## src/rtl/rtc_cal_pkg.sv

```systemverilog
package rtc_cal_pkg;
  localparam int NUM_DIGITS = 13;
  localparam int NIB = 4;

  localparam logic [3:0] ADDR_SEC_U = 4'd0;
  localparam logic [3:0] ADDR_SEC_T = 4'd1;
  localparam logic [3:0] ADDR_MIN_U = 4'd2;
  localparam logic [3:0] ADDR_MIN_T = 4'd3;
  localparam logic [3:0] ADDR_HR_U  = 4'd4;
  localparam logic [3:0] ADDR_HR_T  = 4'd5;
  localparam logic [3:0] ADDR_WDAY  = 4'd6;
  localparam logic [3:0] ADDR_DAY_U = 4'd7;
  localparam logic [3:0] ADDR_DAY_T = 4'd8;
  localparam logic [3:0] ADDR_MON_U = 4'd9;
  localparam logic [3:0] ADDR_MON_T = 4'd10;
  localparam logic [3:0] ADDR_YR_U  = 4'd11;
  localparam logic [3:0] ADDR_YR_T  = 4'd12;

  localparam logic [3:0] CFG_HOURMODE = 4'd10;
  localparam logic [3:0] CFG_PHASE    = 4'd11;

  typedef struct packed {
    logic advance;
    logic wrTime;
    logic wrCfg;
  } calStrobes_t;
endpackage

```

## src/rtl/rtc_cal_ctrl.sv

```systemverilog
module rtc_cal_ctrl
  import rtc_cal_pkg::*;
#(
  parameter int TICK_DIV = 32768
) (
  input  logic        clk,
  input  logic        rstN,
  input  logic        runEn,
  input  logic        divReset,
  input  logic        wrEn,
  input  logic        wrBank,
  output calStrobes_t strobes
);
  localparam int CW = (TICK_DIV > 1) ? $clog2(TICK_DIV) : 1;
  localparam logic [CW-1:0] LAST_COUNT = CW'(TICK_DIV - 1);

  logic [CW-1:0] preCnt;
  logic          heldSecond;
  logic          termCount;
  logic          secTick;

  assign termCount = (preCnt == LAST_COUNT);
  assign secTick   = termCount && !divReset;

  always_ff @(posedge clk or negedge rstN) begin
    if (!rstN) begin
      preCnt     <= '0;
      heldSecond <= 1'b0;
    end else begin
      if (divReset || termCount) preCnt <= '0;
      else                       preCnt <= preCnt + CW'(1);
      // a held second survives one running cycle only if a new one arrives with it
      if (runEn) heldSecond <= heldSecond && secTick;
      else       heldSecond <= heldSecond || secTick;
    end
  end

  always_comb begin
    strobes.advance = runEn && (secTick || heldSecond);
    strobes.wrTime  = wrEn && !runEn && !wrBank;
    strobes.wrCfg   = wrEn && !runEn && wrBank;
  end
endmodule

```

## src/rtl/rtc_cal_datapath.sv

```systemverilog
module rtc_cal_datapath
  import rtc_cal_pkg::*;
(
  input  logic                      clk,
  input  logic                      rstN,
  input  calStrobes_t               st,
  input  logic [3:0]                wrAddr,
  input  logic [3:0]                wrData,
  output logic [NUM_DIGITS*NIB-1:0] digitsFlat,
  output logic                      mode24,
  output logic [1:0]                leapPhase
);
  logic [3:0] dig [NUM_DIGITS];
  logic [3:0] nxt [NUM_DIGITS];
  logic       nxtMode;
  logic [1:0] nxtPhase;
  logic       cMin, cHr, cDay, cMon, cYr;
  logic       isFeb, isThirty, monthEnd, pm, tensBit;

  function automatic logic [3:0] resetDigit(input int idx);
    return (idx == int'(ADDR_DAY_U) || idx == int'(ADDR_MON_U)) ? 4'd1 : 4'd0;
  endfunction

  for (genvar g = 0; g < NUM_DIGITS; g++) begin : g_flat
    assign digitsFlat[g*NIB +: NIB] = dig[g];
  end

  always_comb begin
    isFeb    = (dig[ADDR_MON_T] == 4'd0) && (dig[ADDR_MON_U] == 4'd2);
    isThirty = ((dig[ADDR_MON_T] == 4'd0) && (dig[ADDR_MON_U] == 4'd4 || dig[ADDR_MON_U] == 4'd6 ||
                                               dig[ADDR_MON_U] == 4'd9)) ||
               ((dig[ADDR_MON_T] == 4'd1) && (dig[ADDR_MON_U] == 4'd1));
    if (isFeb)
      monthEnd = (dig[ADDR_DAY_T] == 4'd2) && (dig[ADDR_DAY_U] == ((leapPhase == 2'd0) ? 4'd9 : 4'd8));
    else if (isThirty)
      monthEnd = (dig[ADDR_DAY_T] == 4'd3) && (dig[ADDR_DAY_U] == 4'd0);
    else
      monthEnd = (dig[ADDR_DAY_T] == 4'd3) && (dig[ADDR_DAY_U] == 4'd1);
    pm      = dig[ADDR_HR_T][1];
    tensBit = dig[ADDR_HR_T][0];
  end

  always_comb begin
    nxt      = dig;
    nxtMode  = mode24;
    nxtPhase = leapPhase;
    cMin = 1'b0; cHr = 1'b0; cDay = 1'b0; cMon = 1'b0; cYr = 1'b0;
    if (st.advance) begin
      if (dig[ADDR_SEC_U] == 4'd9) begin
        nxt[ADDR_SEC_U] = 4'd0;
        if (dig[ADDR_SEC_T] == 4'd5) begin nxt[ADDR_SEC_T] = 4'd0; cMin = 1'b1; end
        else nxt[ADDR_SEC_T] = dig[ADDR_SEC_T] + 4'd1;
      end else nxt[ADDR_SEC_U] = dig[ADDR_SEC_U] + 4'd1;

      if (cMin) begin
        if (dig[ADDR_MIN_U] == 4'd9) begin
          nxt[ADDR_MIN_U] = 4'd0;
          if (dig[ADDR_MIN_T] == 4'd5) begin nxt[ADDR_MIN_T] = 4'd0; cHr = 1'b1; end
          else nxt[ADDR_MIN_T] = dig[ADDR_MIN_T] + 4'd1;
        end else nxt[ADDR_MIN_U] = dig[ADDR_MIN_U] + 4'd1;
      end

      if (cHr) begin
        if (mode24) begin
          if (dig[ADDR_HR_T] == 4'd2 && dig[ADDR_HR_U] == 4'd3) begin
            nxt[ADDR_HR_T] = 4'd0; nxt[ADDR_HR_U] = 4'd0; cDay = 1'b1;
          end else if (dig[ADDR_HR_U] == 4'd9) begin
            nxt[ADDR_HR_U] = 4'd0; nxt[ADDR_HR_T] = dig[ADDR_HR_T] + 4'd1;
          end else nxt[ADDR_HR_U] = dig[ADDR_HR_U] + 4'd1;
        end else begin
          if (tensBit && dig[ADDR_HR_U] == 4'd1) begin
            nxt[ADDR_HR_U] = 4'd2; nxt[ADDR_HR_T] = {2'b00, !pm, 1'b1}; cDay = pm;
          end else if (tensBit && dig[ADDR_HR_U] == 4'd2) begin
            nxt[ADDR_HR_U] = 4'd1; nxt[ADDR_HR_T] = {2'b00, pm, 1'b0};
          end else if (dig[ADDR_HR_U] == 4'd9) begin
            nxt[ADDR_HR_U] = 4'd0; nxt[ADDR_HR_T] = {2'b00, pm, 1'b1};
          end else nxt[ADDR_HR_U] = dig[ADDR_HR_U] + 4'd1;
        end
      end

      if (cDay) begin
        nxt[ADDR_WDAY] = (dig[ADDR_WDAY] == 4'd6) ? 4'd0 : dig[ADDR_WDAY] + 4'd1;
        if (monthEnd) begin
          nxt[ADDR_DAY_U] = 4'd1; nxt[ADDR_DAY_T] = 4'd0; cMon = 1'b1;
        end else if (dig[ADDR_DAY_U] == 4'd9) begin
          nxt[ADDR_DAY_U] = 4'd0; nxt[ADDR_DAY_T] = dig[ADDR_DAY_T] + 4'd1;
        end else nxt[ADDR_DAY_U] = dig[ADDR_DAY_U] + 4'd1;
      end

      if (cMon) begin
        if (dig[ADDR_MON_T] == 4'd1 && dig[ADDR_MON_U] == 4'd2) begin
          nxt[ADDR_MON_U] = 4'd1; nxt[ADDR_MON_T] = 4'd0; cYr = 1'b1;
        end else if (dig[ADDR_MON_U] == 4'd9) begin
          nxt[ADDR_MON_U] = 4'd0; nxt[ADDR_MON_T] = 4'd1;
        end else nxt[ADDR_MON_U] = dig[ADDR_MON_U] + 4'd1;
      end

      if (cYr) begin
        nxtPhase = leapPhase + 2'd1;
        if (dig[ADDR_YR_U] == 4'd9) begin
          nxt[ADDR_YR_U] = 4'd0;
          nxt[ADDR_YR_T] = (dig[ADDR_YR_T] == 4'd9) ? 4'd0 : dig[ADDR_YR_T] + 4'd1;
        end else nxt[ADDR_YR_U] = dig[ADDR_YR_U] + 4'd1;
      end
    end

    if (st.wrTime) begin
      for (int i = 0; i < NUM_DIGITS; i++)
        if (wrAddr == 4'(i)) nxt[i] = wrData;
    end
    if (st.wrCfg) begin
      if (wrAddr == CFG_HOURMODE) nxtMode  = wrData[0];
      if (wrAddr == CFG_PHASE)    nxtPhase = wrData[1:0];
    end
  end

  always_ff @(posedge clk or negedge rstN) begin
    if (!rstN) begin
      for (int i = 0; i < NUM_DIGITS; i++) dig[i] <= resetDigit(i);
      mode24    <= 1'b1;
      leapPhase <= 2'd0;
    end else begin
      for (int i = 0; i < NUM_DIGITS; i++) dig[i] <= nxt[i];
      mode24    <= nxtMode;
      leapPhase <= nxtPhase;
    end
  end
endmodule

```

## src/rtl/rtc_calendar.sv

```systemverilog
module rtc_calendar
  import rtc_cal_pkg::*;
#(
  parameter int TICK_DIV = 32768
) (
  input  logic       clk,
  input  logic       rstN,
  input  logic       runEn,
  input  logic       divReset,
  input  logic       wrEn,
  input  logic       wrBank,
  input  logic [3:0] wrAddr,
  input  logic [3:0] wrData,
  input  logic       rdBank,
  input  logic [3:0] rdAddr,
  output logic [3:0] rdData
);
  calStrobes_t               ctlStrobes;
  logic [NUM_DIGITS*NIB-1:0] digitsFlat;
  logic                      mode24;
  logic [1:0]                leapPhase;

  rtc_cal_ctrl #(.TICK_DIV(TICK_DIV)) u_ctrl (
    .clk(clk), .rstN(rstN), .runEn(runEn), .divReset(divReset),
    .wrEn(wrEn), .wrBank(wrBank), .strobes(ctlStrobes)
  );

  rtc_cal_datapath u_dp (
    .clk(clk), .rstN(rstN), .st(ctlStrobes), .wrAddr(wrAddr), .wrData(wrData),
    .digitsFlat(digitsFlat), .mode24(mode24), .leapPhase(leapPhase)
  );

  always_comb begin
    rdData = 4'd0;
    if (!rdBank) begin
      for (int i = 0; i < NUM_DIGITS; i++)
        if (rdAddr == 4'(i)) rdData = digitsFlat[i*NIB +: NIB];
    end else if (rdAddr == CFG_HOURMODE) begin
      rdData = {3'b000, mode24};
    end else if (rdAddr == CFG_PHASE) begin
      rdData = {2'b00, leapPhase};
    end
  end
endmodule

```

## config.mk

```make
export PLATFORM = sky130hd
export DESIGN_NAME = rtc_calendar
export DESIGN_NICKNAME = d
export VERILOG_FILES = /design/src/rtl/rtc_cal_pkg.sv /design/src/rtl/rtc_cal_ctrl.sv /design/src/rtl/rtc_cal_datapath.sv /design/src/rtl/rtc_calendar.sv
export SDC_FILE = /design/constraint.sdc
export NUM_CORES = 1
export LEC_CHECK = 0
export BUFFER_PORTS_ARGS = -buffer_cell sky130_fd_sc_hd__buf_2
export CAP_MARGIN = 20
export CORE_MARGIN = 2
export CORE_UTILIZATION = 25
export CTS_BUF_LIST = sky130_fd_sc_hd__clkbuf_4
export DETAILED_ROUTE_END_ITERATION = 8
export GPL_TIMING_DRIVEN = 0
export MAX_ROUTING_LAYER = met4
export PLACE_DENSITY = 0.49
export SLEW_MARGIN = 20
export SYNTH_ARGS = -nofsm -noshare
export SYNTH_HDL_FRONTEND = slang
export SYNTH_SLANG_ARGS = --single-unit
```

## constraint.sdc

```tcl
create_clock -name clk -period 2.8 [get_ports clk]
set_clock_uncertainty 0.05 [all_clocks]
set_input_delay 0.42 -clock clk [delete_from_list [all_inputs] [get_ports clk]]
set_output_delay 0.42 -clock clk [all_outputs]
set_load 0.02 [all_outputs]
```

# Word level (Yosys, flattened, before mapping)
# Index checks and enable logic that the tools add are counted.
# Widths: inputs -> output; s select.
# op_classes
n_addsub,14
eq_ne,48
mux,86
reduce_logical,31
# ops
operator,count
$mux 4,44
$mux 52,2
$mux 8,10
$eq 4x4->1 const B,17
$eq 4x3->1 const B,13
$add 4x1->4 const B,12
$eq 4x2->1 const B,10
$eq 4x1->1 const B,6
$mux 1,22
$logic_and 1x1->1,16
$logic_not 4->1,4
$add 15x1->15 const B,1
$eq 15x15->1 const B,1
$mux 15,1
$mux 12,1
$mux 2,6
$logic_or 1x1->1,5
$eq 4x4->1,1
$logic_not 1->1,4
$add 2x1->2 const B,1
$logic_not 2->1,1
$reduce_and 2->1,1
# totals
reg_bits,71
in_bits,19
output_inout_bits,4
word_cells,196

# Logic depth before layout (Yosys ltp)
# Gate-level depths: netlist of the first run.
# depth
ltp_word,17
mapped_depth,11

# Hierarchy
# Synthesis of the first run repeated with hierarchy kept, for this count alone.
# unflattened
cells_unflattened,605
hier_area_um2,5181.2
# modules_own_cells
mod,instances,cells_per_inst,area_each_um2
rtc_cal_datapath,1,433,3689.8
rtc_cal_ctrl,1,81,825.8
rtc_calendar,1,91,665.6

# Least setup slack after synthesis of the first run
# Ideal clock, no wire load.
# synth_timing
path_type,reg-to-reg
startpoint,reg u_ctrl.preCnt[0]
endpoint,reg u_dp.leapPhase[1]
arrival_time_ns,2.661
slack_ns,-0.036
stages_incl_launch_ff,9
n_path_buf,0
cell_sequence,dfrtp_1 > ha_1 > nand4_1 > or4_4 > a21oi_4 > nand3_4 > a211oi_2 > mux2_2 > mux2_2
# synth_via
elab_chain_len,7
# synth_rtl
item,line_no,text
start: declaration,rtc_cal_ctrl.sv:17,logic [CW-1:0] preCnt;
start signal: assignment,rtc_cal_ctrl.sv:31,else preCnt <= preCnt + CW'(1);
$eq 15x15->1 (*),rtc_cal_ctrl.sv:22,assign termCount = (preCnt == LAST_COUNT);
$logic_and 1x1->1 (*),rtc_cal_ctrl.sv:23,assign secTick = termCount && !divReset;
$logic_or 1x1->1 (*),rtc_cal_ctrl.sv:39,strobes.advance = runEn && (secTick || heldSecond);
$logic_and 1x1->1 (*),rtc_cal_ctrl.sv:39,
$mux 2 (*),rtc_cal_datapath.sv:48,if (st.advance) begin
$mux 2,rtc_cal_datapath.sv:113,if (wrAddr == CFG_PHASE) nxtPhase = wrData[1:0];
$mux 2 (*),rtc_cal_datapath.sv:111,if (st.wrCfg) begin
named net u_dp.nxtPhase[1],rtc_cal_datapath.sv:16,logic [1:0] nxtPhase;
end signal: assignment,rtc_cal_datapath.sv:125,leapPhase <= nxtPhase;
end: declaration,rtc_cal_datapath.sv:11,output logic [1:0] leapPhase
# Mark *: on every way through the listed nets, which the timed path passes. The rest lies on a longest branch.
# A chain may end at the register's enable or synchronous reset.

# Final worst setup path of the first run
# Same ends and word-level chain as after synthesis.

==> flow_summary_export.csv, run 1 <==
group,metric,value,unit
synth,synth_most_common_cell,"nand2_1",
synth,synth-main-ff-cell,"dfrtp_1",
pwr,finalPower,0.002827,W
sta,hold_ws,0.06768,ns
finish,fillers,2174,
synth,avgSynthCellArea,8.090,um2
critical_path,worst_setup_path_end_kind,"flip-flop",
drt,drtPass1Iterations,5,
place,placed_cell_area,5543,um2
grt,grt_pass1_vias,4499,
synth,netlist.area_leader.share,0.3355,
floorplan,die_h,146.4,um
clock_tree,insertion_delay,0.48,ns
floorplan,die-width,146.4,um
synth,ys_seq_area_frac,0.3510,
synth,synth-async-reset-ratio,1.000,
drt,ant_nets,0,
synth,syn_area,5072,um2
synth,ys_seq_elements,71,
pwr,pwr_density_cell,470.6,nW/um2
clock_tree,cts.clk_slew.worst_paths,0.15,ns
synth,synthCells,627,
floorplan,dieArea,21440,um2
min_path,hp-class,"in2reg",
finish,antenna_cells,0,
synth,syn-num-nets,653,
clock_tree,cts_made_buffers,9,
critical_path,critical_path.startpoint_type,"flip-flop",
sta,relSlewSlack,0.2722,
synth,yosysWarnings,0,
finish,fin_nets,703,
drt,routed_wl,16.21,mm
drt,wl_per_cell,17.02,um
grt,grt_max_degree,47,
critical_path,crit_required,3.13,ns
critical_path,cp_slowest_cell,"or4_4",
clock_tree,htree_levels,3,
sta,rsz0062_at_grt,"yes",
place,io_buffers,19,
critical_path,path_cells,"ha_4 > nand4_1 > or4_4 > a21oi_4 > nand3_4 > a211oi_4 > mux2_2 > mux2_2",
floorplan,initial_utilization,0.2523,
place,dp_hpwl,11.57,mm
pwr,peakVddDrop,158.8,uV
synth,synth_edf_count,0,
pwr,power_leakage,2.273,nW
drt,vias,4739,
sta,period_minus_slack,2.734,ns
synth,netlist_top_cells_area,"dfrtp_1, nand2_1, o21ai_0",
sta,setup_violations,0,
floorplan,core_region_area,20100,um2
floorplan,pin_count,23,
outcome,status,"completed",
finish,layout-drive-gt1-share,0.1701,
sta,fin_crit_sh,0.9765,
grt,track_usage,0.1565,
sta,fmax,0.3657,GHz
sta,hold_viol,0,
finish,final_area,6008,um2
grt,antenna_found_initial,0,
grt,grt_pass1_wl,25.35,mm
drt,drc_errors,0,
finish,syn2layout_area_growth,18.45,%
floorplan,rows,52,
critical_path,path_buf_inv,0,
grt,overflow,0,
sta,tightestPinTransition,1.083,ns
clock_tree,root_buffer,"clkbuf_4",
critical_path,path_max_fanout,7,
critical_path,crit_family,"simple AND/OR/NAND/NOR gates",
clock_tree,clkSinkCount,71,
critical_path,path_class,"reg2reg",
clock_tree,clockBufferDepth,2,
synth,synthTopCellsByCount,"nand2_1, dfrtp_1, nor2_1",
synth,yosys.area.top_type,"dfrtp_1",
flow_run,maxCapViolations,0,
place,routabilityCongestion,0.9075,
critical_path,crit_path_frequent_cell,"mux2_2",
critical_path,arrival,3.07,ns
drt,drt_iter0_drc,334,
clock_tree,cts_tree,"built",
sta,final_max_slew_viol_count,0,
critical_path,cpPeakStageDelay,0.51,ns
synth,ys_types,69,
drt,vias_per_cell,4.978,
-- what timing repair did --
item	in CTS	in global routing
buffers inserted	8	15
setup endpoints to repair	39	38
endpoints found under the hold margin	23	0
pin swaps	5	10
hold buffers	1	0
gates resized for setup	18	27
-- state kept, by name (all words and copies together), names as in the netlist --
| signal | flops |
|---|---|
| u_ctrl.preCnt | 15 |
| u_dp.leapPhase | 2 |
| u_dp.mode24 | 1 |
| u_ctrl.heldSecond | 1 |
| u_dp.digitsFlat | 52 |
-- cell type report --
type | count | area, um2 | share of cell area
multi-input combinational | 502 | 3218 | 0.5356
sequential | 71 | 1787 | 0.2974
tap | 270 | 337.8 | 0.05623
timing repair buffer | 44 | 315.3 | 0.05248
inverter | 29 | 108.9 | 0.01812
buffer | 20 | 95.09 | 0.01583
clock inverter | 7 | 78.83 | 0.01312
clock buffer | 9 | 67.56 | 0.01125
-- power breakdown --
group	switching [W]	internal (W)
clock	0.000454	0.000283
combinational	0.000398	0.000317
sequential	0.000215	0.00116
total	0.00107	0.00176
-- cells in the final DEF (no fill, tap or decap), types with 6 or more instances in the layout --
cell type  netlist  layout
a21oi_1         47      46
a31oi_1         13      13
and3_1          10      10
buf_2            1      19
buf_4            0      22
clkbuf_1        23      11
clkbuf_2         0       6
clkbuf_4         0       9
dfrtp_1         68      63
ha_1             7       6
inv_1           29      29
mux2_2           9       9
mux2i_1         10       9
nand2_1         76      75
nand2b_1        13      13
nand3_1         25      25
nand4_1         11      11
nor2_1          67      66
nor2b_1         13      13
nor3_1          15      14
o21ai_0         53      52
o22ai_1          7       7
o31ai_1          6       6
xnor2_1         19      19
xor2_1          15      15
-- cells by family (layout without fill, tap and decap cells) --
family	after synthesis	in the layout	synth area share
muxes	21	21	0.04859
AOI/OAI and AO/OA	171	171	0.2136
and+or+nand+nor	269	269	0.2706
DFF	71	71	0.3510
buffers and inverters	54	109	0.04020
xor gates and xnor gates	34	34	0.05871
adders and majority gates	7	7	0.01727
-- worst reg2reg max path, cell delays in order, from the launching register on --
cell and delay [ns]:
dfrtp_1 0.43, ha_4 0.17, nand4_1 0.13, or4_4 0.51
a21oi_4 0.25, nand3_4 0.19, a211oi_4 0.30, mux2_2 0.38
mux2_2 0.25
-- metal layers --
metal	up-vias	share of wire	global-route usage
met4	0	0.021	0.04515
li1	2349	-	-
met1	2273	0.50	0.2162
met3	25	0.033	0.03469
met2	92	0.45	0.2297
met5	-	0	-
-- per-stage QoR --
stage               utilization  setup TNS, ns  cells  setup slack (ns)
detailed placement       0.2757         -6.826    917           -0.4393
floorplan                     -              0    627          0.006346
global route             0.2989       -0.08183    952          -0.01936
finish                   0.2989              0    952           0.06567
CTS                      0.2894      -0.005651    941         -0.005651
global placement         0.2742         -7.251    916           -0.4561
-- final timing paths --
| check | from | end | slack, ns | cells past startpoint |
|---|---|---|---|---|
| worst min register to register | u_dp.digitsFlat[43] | u_dp.digitsFlat[43] | 0.52 | 2 |
| worst max register to register | u_ctrl.preCnt[0] | u_dp.leapPhase[1] | 0.07 | 8 |
| worst min-delay path | divReset | u_ctrl.preCnt[12] | 0.07 | 2 |
| min in group asynchronous | rstN | u_dp.digitsFlat[39] | 0.35 | 2 |
| worst max-delay path | u_ctrl.preCnt[0] | u_dp.leapPhase[1] | 0.07 | 8 |
| max in group asynchronous | rstN | u_dp.mode24 | 1.73 | 3 |
Note: power is estimated with default switching activity, not from simulation.
==> run 2, diff against run 1 <==
- ABC_AREA: unset -> 0
- CORE_ASPECT_RATIO: unset -> 2
==> run 2 against run 1 <==
Critical path depth is the same. Core utilization rose by 0.75 points. Total power grew 4.7%. Design area increased by 1.5%. Critical path type unchanged.
==> flow_summary_export.csv, run 2 (same netlist as run 1, synthesis figures left out) <==
group,metric,value,unit
sta,final_max_slew_viol_count,0,
finish,final_util,0.3064,
clock_tree,insertion_delay,0.47,ns
sta,hold_viol,0,
sta,setup_slack,0.02676,ns
finish,largest_reg_flops,52,
drt,vias_per_cell,5.242,
clock_tree,cts_made_buffers,9,
sta,hold_ws,0.06507,ns
grt,track_usage,0.1801,
floorplan,core_region_area,19910,um2
critical_path,worstReg2RegStart,"u_ctrl.preCnt[0]",
critical_path,critical_path.startpoint_type,"flip-flop",
grt,grt_pass1_vias,4887,
grt,grt_pass1_wl,28.08,mm
pwr,peakVddDrop,196.6,uV
clock_tree,root_buffer,"clkbuf_4",
drt,routed_wl,18.75,mm
critical_path,cp-startpoint,"u_ctrl.preCnt[0]",
sta,tightestPinTransition,0.9561,ns
grt,grt_max_degree,53,
critical_path,worst_setup_path_end_kind,"flip-flop",
grt,antenna_found_initial,1,
drt,ant_nets,0,
clock_tree,clockBufferDepth,2,
sta,period_minus_slack,2.773,ns
floorplan,die-width,104.7,um
floorplan,pin_count,23,
clock_tree,cts_tree,"built",
place,io_buffers,19,
drt,vias,4975,
drt,drtPass1Iterations,5,
min_path,hp-class,"in2reg",
outcome,status,"completed",
grt,overflow,0,
clock_tree,htree_levels,3,
finish,layout-drive-gt1-share,0.1851,
critical_path,path_class,"reg2reg",
place,dp_slack,-0.5549,ns
flow_run,maxCapViolations,0,
drt,drc_errors,0,
finish,syn2layout_area_growth,20.28,%
drt,wl_per_cell,19.76,um
floorplan,dieArea,21510,um2
place,dp_hpwl,14.15,mm
floorplan,rows,73,
clock_tree,clkSinkCount,71,
pwr,pwr_density_cell,485.0,nW/um2
min_path,holdCritStartpoint,"divReset",
critical_path,crit_required,3.10,ns
sta,relSlewSlack,0.3577,
clock_tree,cts.clk_slew.worst_paths,0.16,ns
finish,final_common_cell,"nand2_1",
sta,fmax,0.3606,GHz
sta,fin_crit_sh,0.9904,
drt,drt_iter0_drc,235,
pwr,power_leakage,2.304,nW
finish,fin_nets,707,
floorplan,initial_utilization,0.2547,
finish,mostFrequentLayoutCells,"nand2_1, nor2_1, dfrtp_1",
critical_path,arrival,3.08,ns
critical_path,path_max_fanout,7,
sta,setup_violations,0,
place,routabilityCongestion,0.9185,
pwr,finalPower,0.002959,W
floorplan,die_h,205.4,um
## run 2: cell count changes in the layout (fill, tap and decap cells not counted), sizes merged
cell,delta
clkbuf,+2
buf,+3
clkinv,-1
clkinvlp,+1
diode,+1
inv,-2
bufinv,+1
## run 2: path summary, 6_finish.rpt
| check | depth (start not counted) | to | slack (ns) |
|---|---|---|---|
| min in group asynchronous | 2 | u_dp.digitsFlat[20] | 0.33 |
| hold reg to reg | 2 | u_dp.digitsFlat[41] | 0.51 |
| hold / removal | 2 | u_ctrl.preCnt[12] | 0.07 |
| setup / recovery | 8 | u_dp.leapPhase[1] | 0.03 |
| setup reg to reg | 8 | u_dp.leapPhase[1] | 0.03 |
| max in group asynchronous | 3 | u_dp.digitsFlat[28] | 1.72 |
## run 2: final cells by class
cell class,instances,area [um2]
Antenna cell,1,2.502
Buffer,19,91.34
Clock buffer,10,75.07
Clock inverter,6,93.84
Fill cell,2226,13810
Inverter,29,108.9
Multi-Input combinational cell,502,3263
Sequential cell,71,1790
Tap cell,262,327.8
Timing Repair Buffer,49,347.8
## run 2: stage by stage
step           instances  TNS (ns)  area, um2
2_1_floorplan        627         0       5080
3_3_place_gp         908    -9.342       5503
3_5_place_dp         909    -8.880       5533
4_1_cts              931  -0.02153       5864
5_1_grt              949  -0.01965       6101
6_report             949         0       6101
## run 2: report_power, final
group / leakage, nW / switching, W / total [W] / internal, W
registers: 0.872 / 0.000234 / 0.00140 / 0.00116
logic: 1.35 / 0.000414 / 0.000738 / 0.000325
clock network: 0.0872 / 0.000446 / 0.000824 / 0.000378
total: 2.30 / 0.00109 / 0.00296 / 0.00187
## run 2: critical path, cell delays in order (launching register included)
cell	delay, ns
dfrtp_1	0.44
ha_4	0.18
nand4_1	0.12
or4_4	0.50
a21oi_4	0.22
nand3_4	0.19
a211oi_4	0.36
mux2_4	0.33
mux2_2	0.26
## run 2: per-layer routing
layer / global-route usage / vias to the layer above / share of wire
met4: 0.1724 / 0 / 0.11
met3: 0.02154 / 92 / 0.032
li1: - / 2363 / -
met2: 0.3275 / 148 / 0.53
met5: - / - / 0
met1: 0.1568 / 2372 / 0.33
## run 2: repair_timing
item                                    CTS  global route
resized for setup                        26            29
cloned                                    0             0
pin swaps                                 6            10
hold endpoints to repair                 17             0
endpoints found under the setup margin   42            30
buffers inserted                          8            20
hold buffers                              1             0
